File: src/rtl/sckdiv_pkg.sv
package sckdiv_pkg;
  localparam int CFG_W      = 8;
  localparam int MANT_W     = 4;
  localparam int EXP_W      = 3;
  localparam int EXP_LO_POS = 4;
  localparam int EXP_HI_POS = 6;
  localparam int MIN_RATIO  = 2;
  localparam int RATIO_W    = MANT_W + (1 << EXP_W) - 1;

  typedef struct packed {
    logic forceIdle;
    logic cntClear;
    logic cntStep;
    logic goHigh;
    logic goLow;
  } seqStrobes_t;
endpackage

File: src/rtl/ckdiv_decode.sv
module ckdiv_decode #(
  parameter int CFG_W      = sckdiv_pkg::CFG_W,
  parameter int MANT_W     = sckdiv_pkg::MANT_W,
  parameter int EXP_W      = sckdiv_pkg::EXP_W,
  parameter int EXP_LO_POS = sckdiv_pkg::EXP_LO_POS,
  parameter int EXP_HI_POS = sckdiv_pkg::EXP_HI_POS,
  parameter int MIN_RATIO  = sckdiv_pkg::MIN_RATIO,
  parameter int RATIO_W    = MANT_W + (1 << EXP_W) - 1
) (
  input  logic [CFG_W-1:0]   cfgByte,
  output logic [RATIO_W-1:0] lowLen,
  output logic [RATIO_W-1:0] highLen
);
  logic [MANT_W-1:0]  mant;
  logic [EXP_W-1:0]   expVal;
  logic [RATIO_W-1:0] rawRatio;
  logic [RATIO_W-1:0] ratio;

  assign mant = cfgByte[MANT_W-1:0];

  // The exponent is split: its lowest bit sits apart from the upper bits.
  generate
    if (EXP_W > 1) begin : g_split_exp
      assign expVal = {cfgByte[EXP_HI_POS +: EXP_W-1], cfgByte[EXP_LO_POS]};
    end else begin : g_single_exp
      assign expVal = cfgByte[EXP_LO_POS];
    end
  endgenerate

  always_comb begin
    rawRatio = RATIO_W'(mant) << expVal;
    ratio    = (rawRatio < RATIO_W'(MIN_RATIO)) ? RATIO_W'(MIN_RATIO) : rawRatio;
    highLen  = ratio >> 1;
    lowLen   = ratio - highLen;
  end
endmodule

File: src/rtl/ckdiv_ctrl.sv
module ckdiv_ctrl #(
  parameter int RATIO_W = sckdiv_pkg::RATIO_W
) (
  input  logic                    clk,
  input  logic                    rstN,
  input  logic                    enable,
  input  logic [RATIO_W-1:0]      lowLenIn,
  input  logic [RATIO_W-1:0]      highLenIn,
  input  logic                    sckLevel,
  input  logic [RATIO_W-1:0]      cnt,
  output sckdiv_pkg::seqStrobes_t seq
);
  logic [RATIO_W-1:0] lowLenQ;
  logic [RATIO_W-1:0] highLenQ;
  logic               lastLow;
  logic               lastHigh;
  logic               loadLen;

  assign lastLow  = (cnt == lowLenQ  - RATIO_W'(1));
  assign lastHigh = (cnt == highLenQ - RATIO_W'(1));

  always_comb begin
    seq = '0;
    if (!enable) begin
      seq.forceIdle = 1'b1;
    end else if (!sckLevel) begin
      if (lastLow) begin
        seq.goHigh   = 1'b1;
        seq.cntClear = 1'b1;
      end else begin
        seq.cntStep  = 1'b1;
      end
    end else begin
      if (lastHigh) begin
        seq.goLow    = 1'b1;
        seq.cntClear = 1'b1;
      end else begin
        seq.cntStep  = 1'b1;
      end
    end
  end

  // A new setting is adopted only at a period boundary or while idle.
  assign loadLen = seq.forceIdle | seq.goLow;

  always_ff @(posedge clk or negedge rstN) begin
    if (!rstN) begin
      lowLenQ  <= RATIO_W'(1);
      highLenQ <= RATIO_W'(1);
    end else if (loadLen) begin
      lowLenQ  <= lowLenIn;
      highLenQ <= highLenIn;
    end
  end
endmodule

File: src/rtl/ckdiv_dpath.sv
module ckdiv_dpath #(
  parameter int RATIO_W = sckdiv_pkg::RATIO_W
) (
  input  logic                    clk,
  input  logic                    rstN,
  input  sckdiv_pkg::seqStrobes_t seq,
  output logic [RATIO_W-1:0]      cnt,
  output logic                    sckLevel,
  output logic                    riseQ,
  output logic                    fallQ
);
  always_ff @(posedge clk or negedge rstN) begin
    if (!rstN) begin
      cnt      <= '0;
      sckLevel <= 1'b0;
      riseQ    <= 1'b0;
      fallQ    <= 1'b0;
    end else begin
      riseQ <= seq.goHigh;
      fallQ <= seq.goLow | (seq.forceIdle & sckLevel);
      if (seq.forceIdle || seq.goLow) begin
        sckLevel <= 1'b0;
      end else if (seq.goHigh) begin
        sckLevel <= 1'b1;
      end
      if (seq.forceIdle || seq.cntClear) begin
        cnt <= '0;
      end else if (seq.cntStep) begin
        cnt <= cnt + RATIO_W'(1);
      end
    end
  end
endmodule

File: src/rtl/sck_ratio_gen.sv
module sck_ratio_gen #(
  parameter int CFG_W   = sckdiv_pkg::CFG_W,
  parameter int MANT_W  = sckdiv_pkg::MANT_W,
  parameter int EXP_W   = sckdiv_pkg::EXP_W,
  parameter int RATIO_W = MANT_W + (1 << EXP_W) - 1
) (
  input  logic             clk,
  input  logic             rstN,
  input  logic             enable,
  input  logic [CFG_W-1:0] cfgByte,
  output logic             sckOut,
  output logic             riseStrobe,
  output logic             fallStrobe
);
  logic [RATIO_W-1:0]      lowLen;
  logic [RATIO_W-1:0]      highLen;
  logic [RATIO_W-1:0]      cnt;
  logic                    sckLevel;
  sckdiv_pkg::seqStrobes_t seq;

  ckdiv_decode #(
    .CFG_W(CFG_W), .MANT_W(MANT_W), .EXP_W(EXP_W), .RATIO_W(RATIO_W)
  ) u_decode (
    .cfgByte(cfgByte),
    .lowLen (lowLen),
    .highLen(highLen)
  );

  ckdiv_ctrl #(.RATIO_W(RATIO_W)) u_ctrl (
    .clk      (clk),
    .rstN     (rstN),
    .enable   (enable),
    .lowLenIn (lowLen),
    .highLenIn(highLen),
    .sckLevel (sckLevel),
    .cnt      (cnt),
    .seq      (seq)
  );

  ckdiv_dpath #(.RATIO_W(RATIO_W)) u_dpath (
    .clk     (clk),
    .rstN    (rstN),
    .seq     (seq),
    .cnt     (cnt),
    .sckLevel(sckLevel),
    .riseQ   (riseStrobe),
    .fallQ   (fallStrobe)
  );

  assign sckOut = sckLevel;
endmodule

File: config.mk
export PLATFORM = sky130hd
export DESIGN_NAME = sck_ratio_gen
export DESIGN_NICKNAME = d
export VERILOG_FILES = /design/src/rtl/sckdiv_pkg.sv /design/src/rtl/ckdiv_decode.sv /design/src/rtl/ckdiv_ctrl.sv /design/src/rtl/ckdiv_dpath.sv /design/src/rtl/sck_ratio_gen.sv
export SDC_FILE = /design/constraint.sdc
export NUM_CORES = 1
export LEC_CHECK = 0
export ABC_AREA = 1
export BUFFER_PORTS_ARGS = -buffer_cell sky130_fd_sc_hd__buf_4
export CAP_MARGIN = 20
export CORE_MARGIN = 4
export CORE_UTILIZATION = 35
export CTS_CLUSTER_DIAMETER = 150
export CTS_CLUSTER_SIZE = 16
export DETAILED_ROUTE_END_ITERATION = 7
export GPL_TIMING_DRIVEN = 0
export SLEW_MARGIN = 20
export SYNTH_ARGS = -nofsm -noshare
export SYNTH_HDL_FRONTEND = slang
export SYNTH_SLANG_ARGS = --single-unit
File: constraint.sdc
create_clock -name clk -period 2.6 [get_ports clk]
set_input_delay 0.13 -clock clk [delete_from_list [all_inputs] [get_ports clk]]
set_output_delay 0.13 -clock clk [all_outputs]
set_load 0.02 [all_outputs]
==> impl.org <==
** Outcome
- Run status :: completed

** Pwr
- Combinational share of power :: 41.9%
- Across the VDD grid, the largest voltage drop is 0.0001625 V.
- The internal power of the cells totals 1.107 mW.
- Per report_power, the sequential group accounts for 37.4% of the total.
- Net switching is 41.57% of the power.
- Leakage power :: 1.791 nW
- The completed layout was analyzed and its total power is 1.894 mW.
- For this design the ratio of total power to cell area is 547.6 mW/mm^2.
- Switching power summed over all nets :: 787.5 uW
- Fraction of power consumed by the clock network :: 20.7%

** Timing
- Total count of max-transition violations in the final report :: 0
- The worst pin sits at a relative slew slack of 71.06%.
- RSZ-0062 raised after global routing :: yes
- Post-route clock period utilization :: 92.62%
- Final count of hold timing violations :: 0
- Maximum clock frequency :: 415.2 MHz
- Worst Tran Pin Value :: 434.1 ps
- Final clock skew :: 8.945 ps
- Fin crit period :: 2408 ps
- Setup violations remaining at the end of the flow were counted as 0.

** Clocking
- Clk sinks :: 35
- Clock-pin slew was measured on the worst setup and hold paths at 80 ps.
- The tree is rooted in a sky130_fd_sc_hd__clkbuf_8.
- CTS Buf Count :: 5
- The longest clock path from root to sink contains 2 buffers.
- Htree depth :: 2
- CTS tree :: done
- Clock latency on the worst-skew pair, taken at its later pin, is 290 ps.

** Final layout
- The repair_antennas step left the layout with diodes totalling 0.
- The finished layout holds 606 standard cells, fillers aside.
- For this run, the share of the core covered by cells in the final layout is 41.48%.
- In the final design database the tool counted 526 nets.
- Syn-to-layout area delta :: 13.18%
- Of the cells placed in the final design, the portion with a size suffix greater than 1 is 12.18%.
- Counting the fill cells in the layout gives 912.
- In the final layout, flip-flops and latches occupy 878.3 um^2.
- In the final layout, the multi-input gates occupy 0.001929 mm^2.

** Drt
- DR WL/cell :: 12.39 um
- Count of unresolved DRC violations after routing :: 0
- Via count :: 2952
- Number of iterations in the first detailed-routing pass :: 5
- The final layout contains routed wiring with a total length of 7509 um.
- Dividing the detail-routed via count by the number of cells gives 4.871.
- In this run the remaining antenna-violating nets after routing total 0.
- Number of DRC markers in iteration 0 :: 141

** Place
- Routability congestion estimate :: 0.8427
- Port Buffer Count :: 10
- Including well taps, the total number of placed cells is 592.
- HPWL Detailed :: 5904 um

** GRT
- Aggregate global-route resource usage :: 15.58%
- The first global-routing pass estimated 13060 um of wire.
- The number of global-route vias before repair came to 2856.
- Number of antenna violations at the first check in global routing :: 0
- Entering global routing, the biggest net connects 36 pins.
- Global routing finished with a remaining overflow of 0.

** Logic synthesis
- Yosys cell types :: 28
- The synthesized netlist occupies a cell area of 0.003057 mm^2.
- Of the synthesized area, sequential elements account for 28.74%.
- Top flip-flop cell by instance count after synthesis :: sky130_fd_sc_hd__dfrtp_1
- When the netlist entered floorplanning its net count stood at 503.
- In the synthesized netlist, the number of instances is 477.
- Average footprint of a synthesized cell :: 6.408 um^2
- Synthesis inferred 35 register bits.
- Count of yosys warnings during synthesis :: 0
- Fraction of registers with async set/reset :: 100.0%
- Number of flops mapped to enable cells by yosys :: 0

** Worst setup path
- Library cell appearing most often on the critical path :: sky130_fd_sc_hd__nand2_1
- STA classifies the critical path endpoint as a flip-flop.
- Data required time of the critical path :: 2840 ps
- Critical-path cell with the highest stage delay :: sky130_fd_sc_hd__fa_2
- By startpoint and endpoint, the worst setup path is classified as in -> reg.
- The largest single stage delay on the critical path is 390 ps.
- For the worst flop-to-flop path, the logic depth is 16.
- Maximum net fanout on the critical path :: 5
- Arrival time reported for the critical path endpoint :: 2650 ps
- Walking the worst path, the cells encountered are buf_4 -> inv_1 -> nand2_1 -> nand2_1 -> nand2_1 -> nor2_2 -> inv_1 -> ha_1 -> nand2_1 -> nor2_1 -> nand3_2 -> nand3_2 -> ha_4 -> inv_1 -> fa_2 -> nand3_1 -> nand3_2 -> a21oi_2 -> nor2_1 -> nor2_1 -> xor2_1 -> nand2_1 -> nand2_1.
- Element type at the critical path start :: primary input

** Floorplanning
- Area of the die :: 0.01029 mm^2
- Cell row count :: 33
- In this run the vertical extent of the chip is 101.5 um.
- Die Wd :: 101.5 um
- Number of top-level design ports :: 14
- Core Region :: 0.008341 mm^2
- The initial utilization of the core area, before any placement, comes to 36.65%.

** Min path
- The worst hold path was traced through 3 stages.
- Path class of the lowest-slack min-delay path :: in -> reg

** Flow run
- # Max-Cap Violations :: 0
## per-layer routing
| layer | vias up | global-route usage (%) | share of wire, % |
|---|---|---|---|
| met5 | - | 0 | 0 |
| met4 | 0 | 4.806 | 1.6 |
| met3 | 10 | 2.342 | 3.8 |
| met2 | 69 | 26.41 | 48 |
| met1 | 1326 | 20.40 | 47 |
| li1 | 1547 | - | - |
## cell families after synthesis
group,share of synthesized area [%]
AO/OA/AOI/OAI,4.052
XOR/XNOR,7.736
adder cells (fa/ha/maj),6.386
buffers and inverters,10.11
flip-flops,28.74
AND/OR/NAND/NOR,42.98
## critical path, delay by kind of cell
| kind | cells | cell delay (ps) |
|---|---|---|
| xor+xnor | 1 | 150 |
| simple gates | 14 | 1210 |
| compound gates | 1 | 160 |
| buf+inv | 4 | 330 |
| fa+ha+maj | 3 | 690 |
## area by class of cell
type / count / share of cell area (%)
multi-input combinational: 369 / 55.77
timing repair buffer: 16 / 3.544
inverter: 60 / 6.618
tap: 105 / 3.797
clock buffer: 6 / 2.098
clock inverter: 2 / 0.3617
buffer: 13 / 2.423
sequential: 35 / 25.39
## Yosys cell counts, drive strengths merged, types with 5 or more instances
master,n,area (um^2)
nand2,154,590.6
nand3,72,365.3
nor2,63,266.5
inv,60,225.2
dfrtp,33,825.8
o21ai,15,78.83
xor2,15,131.4
ha,14,175.2
buf,12,78.83
xnor2,12,105.1
nand4,7,43.79
a21oi,5,25.02
nor3,5,25.02
## final timing paths
kind / from / endpoint / slack [ps]
setup / recovery: cfgByte[4] / u_ctrl.lowLenQ[8] / 190
min in group asynchronous: rstN / u_dpath.sckLevel / 320
hold / removal: enable / u_dpath.riseQ / 180
setup reg to reg: u_ctrl.lowLenQ[0] / u_dpath.cnt[10] / 440
hold reg to reg: u_ctrl.lowLenQ[0] / u_ctrl.lowLenQ[0] / 520
max in group asynchronous: rstN / u_ctrl.lowLenQ[0] / 1940
## metrics by stage
stage | cell area, um^2 | setup TNS (ps) | hold slack [ps] | setup WS, ps
after floorplan | 3064 | 0 | -165.6 | 16.14
after global placement | 3271 | -1062 | 105.5 | -423.6
after detailed placement | 3271 | -1203 | 108.6 | -451.9
after CTS | 3393 | 0 | 173.2 | 11.68
after global routing | 3460 | -17.03 | 209.2 | -13.11
final | 3460 | 0 | 179.5 | 191.8
## power groups by stage
| stage | clock network, mW | logic (mW) | registers (mW) |
|---|---|---|---|
| detailed placement | 0 | 0.759 | 0.719 |
| CTS | 0.402 | 0.776 | 0.708 |
| global route | 0.423 | 0.915 | 0.721 |
| floorplan | 0 | 0.611 | 0.689 |
| finish | 0.393 | 0.793 | 0.709 |
| global placement | 0 | 0.744 | 0.713 |
## cell usage in the layout (no fill, tap or decap), types with 2 or more instances in the layout
master,synthesis,layout
sky130_fd_sc_hd__a21oi_1,5,4
sky130_fd_sc_hd__a31oi_1,2,2
sky130_fd_sc_hd__buf_1,2,2
sky130_fd_sc_hd__buf_2,6,6
sky130_fd_sc_hd__buf_4,1,16
sky130_fd_sc_hd__buf_6,3,3
sky130_fd_sc_hd__clkbuf_8,0,5
sky130_fd_sc_hd__clkinvlp_4,0,2
sky130_fd_sc_hd__dfrtp_1,33,33
sky130_fd_sc_hd__dfstp_2,2,2
sky130_fd_sc_hd__ha_1,14,13
sky130_fd_sc_hd__inv_1,60,58
sky130_fd_sc_hd__nand2_1,151,151
sky130_fd_sc_hd__nand2_2,2,2
sky130_fd_sc_hd__nand3_1,71,67
sky130_fd_sc_hd__nand3_2,1,5
sky130_fd_sc_hd__nand3b_1,3,3
sky130_fd_sc_hd__nand4_1,7,7
sky130_fd_sc_hd__nor2_1,55,53
sky130_fd_sc_hd__nor2_2,6,8
sky130_fd_sc_hd__nor2_4,2,2
sky130_fd_sc_hd__nor3_1,5,4
sky130_fd_sc_hd__o21ai_0,14,13
sky130_fd_sc_hd__xnor2_1,12,12
sky130_fd_sc_hd__xor2_1,15,15
## registers in the layout (all words and copies together), names as in the netlist
name / count
u_dpath.sckLevel: 1
u_dpath.fallQ: 1
u_dpath.cnt: 11
u_ctrl.highLenQ: 10
u_dpath.riseQ: 1
u_ctrl.lowLenQ: 11
## repair_timing
item	CTS	global route
setup buffers	1	4
hold endpoints to repair	33	0
hold buffers	1	0
pin swaps	1	5
gates resized for setup	5	8
endpoints found under the setup margin	1	4
No activity file was read; power rests on OpenSTA's default activity.
